==> config.mk <==
export PLATFORM = sky130hd
export DESIGN_NAME = pxl_simd_alu
export DESIGN_NICKNAME = d
export VERILOG_FILES = /design/src/rtl/pxl_pkg.sv /design/src/rtl/pxl_byte_lane.sv /design/src/rtl/pxl_half_add.sv /design/src/rtl/pxl_saa_acc.sv /design/src/rtl/pxl_simd_alu.sv
export SDC_FILE = /design/constraint.sdc
export NUM_CORES = 1
export LEC_CHECK = 0
export BUFFER_PORTS_ARGS = -buffer_cell sky130_fd_sc_hd__buf_2
export CAP_MARGIN = 25
export CORE_ASPECT_RATIO = 1.1
export CORE_UTILIZATION = 40
export DETAILED_ROUTE_END_ITERATION = 8
export GPL_TIMING_DRIVEN = 0
export SYNTH_ARGS = -nofsm -noshare
export SYNTH_HDL_FRONTEND = slang
export SYNTH_HIERARCHICAL = 1
export SYNTH_SLANG_ARGS = --single-unit
==> constraint.sdc <==
create_clock -name clk -period 3.15 [get_ports clk]
set_input_delay 0.63 -clock clk [delete_from_list [all_inputs] [get_ports clk]]
set_output_delay 0.63 -clock clk [all_outputs]
set_load 0.03 [all_outputs]
==> src/rtl/pxl_pkg.sv <==
package pxl_pkg;

  localparam int BYTE_W = 8;
  localparam int HALF_W = 16;

  typedef enum logic [1:0] {
    OP_BADD = 2'd0,
    OP_HADD = 2'd1,
    OP_BAVG = 2'd2,
    OP_SAA  = 2'd3
  } pxl_op_e;

  // Unsigned byte sum with the carry kept
  function automatic logic [BYTE_W:0] byte_sum(input logic [BYTE_W-1:0] a, input logic [BYTE_W-1:0] b);
    return {1'b0, a} + {1'b0, b};
  endfunction

  function automatic logic [BYTE_W-1:0] byte_clip(input logic [BYTE_W:0] s);
    return s[BYTE_W] ? {BYTE_W{1'b1}} : s[BYTE_W-1:0];
  endfunction

  function automatic logic [BYTE_W-1:0] byte_avg(input logic [BYTE_W-1:0] a, input logic [BYTE_W-1:0] b,
                                                 input logic trunc);
    logic [BYTE_W:0] s;
    s = {1'b0, a} + {1'b0, b} + {{BYTE_W{1'b0}}, ~trunc};
    return s[BYTE_W:1];
  endfunction

  function automatic logic [BYTE_W-1:0] byte_absdiff(input logic [BYTE_W-1:0] a, input logic [BYTE_W-1:0] b);
    return (a >= b) ? (a - b) : (b - a);
  endfunction

  // Signed halfword sum with one guard bit
  function automatic logic [HALF_W:0] half_sum(input logic [HALF_W-1:0] a, input logic [HALF_W-1:0] b);
    return {a[HALF_W-1], a} + {b[HALF_W-1], b};
  endfunction

endpackage

==> src/rtl/pxl_byte_lane.sv <==
module pxl_byte_lane
  import pxl_pkg::*;
(
  input  logic [BYTE_W-1:0] a_i,
  input  logic [BYTE_W-1:0] b_i,
  input  logic              trunc_i,
  output logic [BYTE_W-1:0] add_o,
  output logic [BYTE_W-1:0] avg_o,
  output logic [BYTE_W-1:0] diff_o,
  output logic              clip_hit_o
);

  logic [BYTE_W:0] sum_w;

  assign sum_w      = byte_sum(a_i, b_i);
  assign clip_hit_o = sum_w[BYTE_W];
  assign add_o      = byte_clip(sum_w);
  assign avg_o      = byte_avg(a_i, b_i, trunc_i);
  assign diff_o     = byte_absdiff(a_i, b_i);

endmodule

==> src/rtl/pxl_half_add.sv <==
module pxl_half_add
  import pxl_pkg::*;
(
  input  logic [HALF_W-1:0] a_i,
  input  logic [HALF_W-1:0] b_i,
  output logic [HALF_W-1:0] sum_o,
  output logic              pos_sat_o,
  output logic              neg_sat_o
);

  logic [HALF_W:0] ext_w;

  assign ext_w     = half_sum(a_i, b_i);
  assign pos_sat_o = ~ext_w[HALF_W] &  ext_w[HALF_W-1];
  assign neg_sat_o =  ext_w[HALF_W] & ~ext_w[HALF_W-1];

  always_comb begin
    if (pos_sat_o)      sum_o = {1'b0, {(HALF_W-1){1'b1}}};
    else if (neg_sat_o) sum_o = {1'b1, {(HALF_W-1){1'b0}}};
    else                sum_o = ext_w[HALF_W-1:0];
  end

endmodule

==> src/rtl/pxl_saa_acc.sv <==
module pxl_saa_acc
  import pxl_pkg::*;
#(
  parameter int ACC_W = 16
) (
  input  logic              clk,
  input  logic              rst_n,
  input  logic              clr_i,
  input  logic              add_en_i,
  input  logic [BYTE_W-1:0] diff_i,
  output logic [ACC_W-1:0]  acc_o,
  output logic              sat_hit_o
);

  localparam int PAD_W = ACC_W + 1 - BYTE_W;

  logic [ACC_W-1:0] acc_q;
  logic [ACC_W:0]   nxt_w;

  assign nxt_w     = {1'b0, acc_q} + {{PAD_W{1'b0}}, diff_i};
  assign sat_hit_o = nxt_w[ACC_W];

  always_ff @(posedge clk or negedge rst_n) begin
    if (!rst_n)        acc_q <= '0;
    else if (clr_i)    acc_q <= '0;
    else if (add_en_i) acc_q <= sat_hit_o ? {ACC_W{1'b1}} : nxt_w[ACC_W-1:0];
  end

  assign acc_o = acc_q;

  AST_ACC_CLEAR: assert property (@(posedge clk) disable iff (!rst_n)
    clr_i |=> (acc_o == '0));
  AST_ACC_NO_WRAP: assert property (@(posedge clk) disable iff (!rst_n)
    (!clr_i && add_en_i) |=> (acc_o >= $past(acc_o)));
  AST_ACC_HOLD: assert property (@(posedge clk) disable iff (!rst_n)
    (!clr_i && !add_en_i) |=> $stable(acc_o));

endmodule

==> src/rtl/pxl_simd_alu.sv <==
module pxl_simd_alu
  import pxl_pkg::*;
#(
  parameter int DATA_W = 32,
  parameter int ACC_W  = 16
) (
  input  logic                          clk,
  input  logic                          rst_n,
  input  logic                          in_valid_i,
  input  logic [1:0]                    op_i,
  input  logic                          trunc_i,
  input  logic                          acc_clr_i,
  input  logic [DATA_W-1:0]             opa_i,
  input  logic [DATA_W-1:0]             opb_i,
  output logic                          out_valid_o,
  output logic [DATA_W-1:0]             result_o,
  output logic [DATA_W/BYTE_W*ACC_W-1:0] acc_o
);

  localparam int LANES  = DATA_W / BYTE_W;
  localparam int HALVES = DATA_W / HALF_W;

  pxl_op_e op_w;
  assign op_w = pxl_op_e'(op_i);

  logic [DATA_W-1:0] badd_w, bavg_w, diff_w, hadd_w;
  logic [LANES-1:0]  byte_clip_w, acc_sat_w;
  logic [HALVES-1:0] hpos_w, hneg_w;
  logic              saa_fire_w;

  assign saa_fire_w = in_valid_i && (op_w == OP_SAA);

  for (genvar g = 0; g < LANES; g++) begin : g_lane
    pxl_byte_lane u_lane (
      .a_i       (opa_i[BYTE_W*g +: BYTE_W]),
      .b_i       (opb_i[BYTE_W*g +: BYTE_W]),
      .trunc_i   (trunc_i),
      .add_o     (badd_w[BYTE_W*g +: BYTE_W]),
      .avg_o     (bavg_w[BYTE_W*g +: BYTE_W]),
      .diff_o    (diff_w[BYTE_W*g +: BYTE_W]),
      .clip_hit_o(byte_clip_w[g])
    );

    pxl_saa_acc #(.ACC_W(ACC_W)) u_acc (
      .clk      (clk),
      .rst_n    (rst_n),
      .clr_i    (acc_clr_i),
      .add_en_i (saa_fire_w),
      .diff_i   (diff_w[BYTE_W*g +: BYTE_W]),
      .acc_o    (acc_o[ACC_W*g +: ACC_W]),
      .sat_hit_o(acc_sat_w[g])
    );

    AST_BADD_NO_WRAP: assert property (@(posedge clk) disable iff (!rst_n)
      (in_valid_i && op_i == 2'd0) |=>
        (result_o[BYTE_W*g +: BYTE_W] >= $past(opa_i[BYTE_W*g +: BYTE_W])));
  end

  for (genvar h = 0; h < HALVES; h++) begin : g_half
    pxl_half_add u_half (
      .a_i      (opa_i[HALF_W*h +: HALF_W]),
      .b_i      (opb_i[HALF_W*h +: HALF_W]),
      .sum_o    (hadd_w[HALF_W*h +: HALF_W]),
      .pos_sat_o(hpos_w[h]),
      .neg_sat_o(hneg_w[h])
    );
  end

  logic [DATA_W-1:0] result_d;

  always_comb begin
    unique case (op_w)
      OP_BADD: result_d = badd_w;
      OP_HADD: result_d = hadd_w;
      OP_BAVG: result_d = bavg_w;
      default: result_d = diff_w;
    endcase
  end

  always_ff @(posedge clk or negedge rst_n) begin
    if (!rst_n) begin
      out_valid_o <= 1'b0;
      result_o    <= '0;
    end else begin
      out_valid_o <= in_valid_i;
      if (in_valid_i) result_o <= result_d;
    end
  end

  AST_ISSUE_LATENCY: assert property (@(posedge clk) disable iff (!rst_n)
    in_valid_i |=> out_valid_o);
  AST_IDLE_HOLD: assert property (@(posedge clk) disable iff (!rst_n)
    !in_valid_i |=> (!out_valid_o && $stable(result_o)));

endmodule

Yosys cells after proc, flatten, opt, wreduce, memory -nomap -nowiden. Cells that the tools add are included.

$add $sub $neg: 22. $mul: 0. Div/mod/pow operators: 0. $lt $le $gt $ge: 4. Eq/ne operators: 3. Shift-type cells: 0. Mux-type cells: 25. Bitwise operators: 9. Reductions and logical operators: 3.

Operators with widths (count): two-way mux 16 bit (16); one-hot mux 32 bit (3 select lines) (1); adder 16 x 8 -> 17 bit (4); two-way mux 8 bit (8); subtractor 8 bit (8); adder 8 x 8 -> 9 bit (4); adder 9 x 1 -> 9 bit (4); adder 16 x 16 -> 17 bit (2); greater-or-equal comparator 8 bit (4); inverter 1 bit (5); AND 1 bit (4); equality test 2 bit, second input constant (2); equality test 2 x 1 -> 1 bit, second input constant (1); logical NOT 2 bit (1); nonzero test 2 bit (1); logical AND 1 bit (1).

Register bits after elaboration: 97. Latch bits: 0. Bits in writable memories: 0. Bits in read-only memories: 0. Bits of input ports: 71. Output and inout bits: 97. Word-level logic and storage cells: 72. Memories kept: 0.

Longest topological paths before layout.
Word-level depth: 6. Depth in mapped cells: 16. Mapped depth without buffers: 15.

Modules after synthesis. Netlist, hierarchy kept.

Modules (own cells, without submodules): pxl_byte_lane (g_lane[0].u_lane ...) (instances 3, cells an instance 171, area an instance 1300.0 µm², sequential area each 0.0 µm²); pxl_saa_acc (g_lane[0].u_acc ...) (instances 3, cells an instance 124, area an instance 1186.1 µm², sequential area each 400.4 µm²); pxl_half_add (instances 2, cells an instance 139, area an instance 1069.8 µm², sequential area each 0.0 µm²); pxl_simd_alu (instances 1, cells an instance 180, area an instance 2118.3 µm², sequential area each 825.8 µm²); pxl_byte_lane (g_lane[2].u_lane) (instances 1, cells an instance 171, area an instance 1287.5 µm², sequential area each 0.0 µm²); pxl_saa_acc (g_lane[3].u_acc) (instances 1, cells an instance 123, area an instance 1152.4 µm², sequential area each 400.4 µm²).

Worst setup path before layout. Ideal clock, no wire load.

Path kind: input port to flip-flop. Start: input opa_i[0]. End: register g_lane[0].u_acc.acc_q[15]. Library setup time: 0.139 ns. Arrival time: 3.586 ns. Required time: 3.011 ns. Setup slack: -0.575 ns. Stages on the path: 16. Buffers on the path: 1. Cell sequence: inv_1 -> ha_1 -> fa_1 -> nand2b_1 -> a21oi_1 -> o31ai_2 -> nand2_1 -> mux2i_1 -> xnor2_1 -> ha_1 -> a211oi_2 -> o21bai_1 -> o211a_1 -> buf_6 -> a2111oi_1 -> a211oi_1.

Word-level cells in the longest chain between the ends: 6. Elaborated cells on any way between the ends: 8. Those cells by class: 3 x add/sub; 1 x order compare; 4 x mux.

Ends and longest elaborated chain: from (decl) (line pxl_simd_alu.sv:13) `input logic [DATA_W-1:0] opa_i,`; subtractor 8 bit / greater-or-equal comparator 8 bit (equally long branches) (line pxl_pkg.sv:30) `return (a >= b) ? (a - b) : (b - a);`; two-way mux 8 bit (*) (line pxl_pkg.sv:30); named net diff_w[2] (line pxl_simd_alu.sv:26) `logic [DATA_W-1:0] badd_w, bavg_w, diff_w, hadd_w;`; adder 16 x 8 -> 17 bit (*) (line pxl_saa_acc.sv:20) `assign nxt_w = {1'b0, acc_q} + {{PAD_W{1'b0}}, diff_i};`; named net acc_sat_w[0] (line pxl_simd_alu.sv:27) `logic [LANES-1:0] byte_clip_w, acc_sat_w;`; two-way mux 16 bit (*) (2 in a row) (line pxl_saa_acc.sv:26) `else if (add_en_i) acc_q <= sat_hit_o ? {ACC_W{1'b1}} : nxt_w[ACC_W-1:0];`; two-way mux 16 bit (*) (line pxl_saa_acc.sv:25) `else if (clr_i) acc_q <= '0;`; to (signal assigned) (line pxl_saa_acc.sv:26); to (decl) (line pxl_saa_acc.sv:17) `logic [ACC_W-1:0] acc_q;`.

Mark *: on every way through the listed nets, which the timed path passes. The rest lies on a longest branch. The select of a mux whose other input is x is not followed. A chain may end at the register's enable or synchronous reset.

Worst setup path in the final report. Ends and elaborated chain as after synthesis.

==> results.yml <==
status:
  status: "finished with violations"
  failed_checks: "setup timing"
pwr:
  cellLeakagePower_nw: 8.45
  p_total_mw: 6.80
  power.density_nw_per_um2: 362
  vdd_drop_max_uv: 262
sta:
  worst_pin_slew_ps: 736
  skew_ps: 6.10
  hold_viol_final: 0
  relSlewSlack: 0.509
  fin_crit_sh: 1.12
  fin_ws_ps: -377
  slew_viol_final: 0
  fin_crit_ps: 3530
  fmax_mhz: 283
  setup_viol: 64
  rsz0062_at_grt: "true"
critical_path:
  path_buf_inv: 5
  cp_data_required_time_ps: 3370
  critPathTopFamily: "compound AO/OA/AOI/OAI gates"
  start_kind: "input port"
  slowest_delay_ps: 360
  cpMaxStageDelayCell: "fa_2"
  crit_fanout: 5
  crit_type: "input port to flop"
  path_cells: "buf_12 > inv_8 > ha_4 > fa_2 > nand2b_4 > a21oi_4 > o31a_1 > o211ai_1 > a32oi_1 > xnor2_1 > buf_4 > ha_4 > o211ai_1 > nand2b_1 > o211a_4 > buf_6 > buf_12 > a2111oi_4 > a211oi_2"
  worstPathArrival_ps: 3750
  cp-end-kind: "flop"
placed_design:
  dpl-instance-area_um2: 16200
  place.gp.congestion: 0.874
  io_buffers: 166
  dp_hpwl_um: 32600
  post-place-ws_ps: -1080
  place_inst: 2240
synthesis:
  syn_inst: 1635
  syn_avg_cell_area_um2: 8.65
  syn_area_um2: 14100
  synth_nets: 1884
  yosysWarningCount: 6
detailed_routing:
  viasPerCell: 5.65
  antenna_left: 0
  totalWireLength_um: 43000
  vias: 13300
  firstDrtPassIters: 5
  drc: 0
  drt_iter0_drc: 642
  wl_per_cell_um: 18.2
global_routing:
  grt_pass1_wl_um: 68000
  grt.overflow.total: 0
  grt_pass1_vias: 13100
  grt.total_usage: 0.234
  grt_max_degree: 55
  antenna_found_initial: 1
cts:
  clk_pin_slew_worst_paths_ps: 80
  numClockSinks: 97
  ctsHoldBuffers: 0
  tritoncts: "done"
  cts_htree_levels: 3
  root_buffer: "clkbuf_16"
  clockBufferDepth: 2
  cts_buffers: 9
  clock_latency_ps: 360
layout:
  syn_to_final_growth_pct: 32.9
  seqCellArea_um2: 2430
  multi_input_area_um2: 12600
  final_area_um2: 18800
  fin_nets: 2165
  fillers: 3061
  drive_above_1_share: 0.351
  final_cells: 2360
  fin_util: 0.544
floorplanning:
  core_area_um2: 34600
  start_util: 0.409
  rows: 71
  dieArea_um2: 36100
  die_y_um: 199
  die_x_um: 181
  io_pins: 168
job:
  drv_cap: 0
hold_path:
  worstHoldPathType: "input port to async pin"
==> per-stage QoR <==
step                      setup TNS [ps]  hold slack, ps
after floorplan                   -11150             334
after global placement            -60040             478
after detailed placement          -62960             475
after CTS                         -13780             282
after global routing              -24740             303
final                             -16000             261
==> cells in the final DEF (no fill, tap or decap), drive strengths merged, types with 28 or more instances in the layout <==
master  count
buf       309
ha        160
inv       138
nor2      105
dfrtp      97
nand2      87
mux2i      82
a211oi     82
a21oi      81
nand2b     72
a21o       67
xnor2      64
o21ai      55
xor2       42
nor2b      38
o221ai     36
nand3      35
nor3       33
clkbuf     30
a31oi      28
==> path summary, 6_finish.rpt <==
path                                                           start                               endpoint  slack [ps]  cells past startpoint
worst max-delay path                                        opa_i[0]  g_lane[0].u_acc/acc_o[15]$_DFFE_PN0P_        -380                     19
worst min-delay path                                           rst_n   g_lane[2].u_acc/acc_o[1]$_DFFE_PN0P_         260                      1
worst max register to register  g_lane[0].u_acc/acc_o[0]$_DFFE_PN0P_  g_lane[0].u_acc/acc_o[15]$_DFFE_PN0P_         770                      9
worst min register to register               result_o[0]$_DFFE_PN0P_                result_o[0]$_DFFE_PN0P_         500                      2
max in group asynchronous                                      rst_n  g_lane[3].u_acc/acc_o[15]$_DFFE_PN0P_        2180                      2
min in group clk                                          in_valid_i                  out_valid_o$_DFF_PN0_         460                      1
==> report_power, final <==
group          switching, mW  leakage [nW]  internal [mW]
clock network          0.543         0.143          0.624
registers              0.119          1.28           1.36
logic                   2.30          7.03           1.86
total                   2.96          8.45           3.84
==> what timing repair did <==
item / CTS / global route
pin swaps: 125 / 61
cloned: 4 / 0
resized for setup: 238 / 55
setup buffers: 85 / 16
endpoints found under the setup margin: 64 / 78
==> layout make-up <==
cell class                 count  area share
antenna                        1    0.000133
timing repair buffer         270      0.0993
clock inverter                 7     0.00406
sequential                    97       0.129
inverter                     135      0.0303
tap                          438      0.0291
buffer                        60      0.0280
multi-input combinational   1343       0.668
clock buffer                   9      0.0120
==> registers in the layout (all words and copies together) (netlist names) <==
name                flops
result_o               32
out_valid_o             1
g_lane.u_acc/acc_o     64
==> metal layers <==
layer  GRT usage  up-vias  part of all wire
li1            -     6565                 -
met1       0.291     6401              0.45
met2       0.405      299              0.48
met3      0.0428       65             0.046
met4      0.0807        0             0.031
met5           0        -                 0
(Power assumes the default switching activity.)
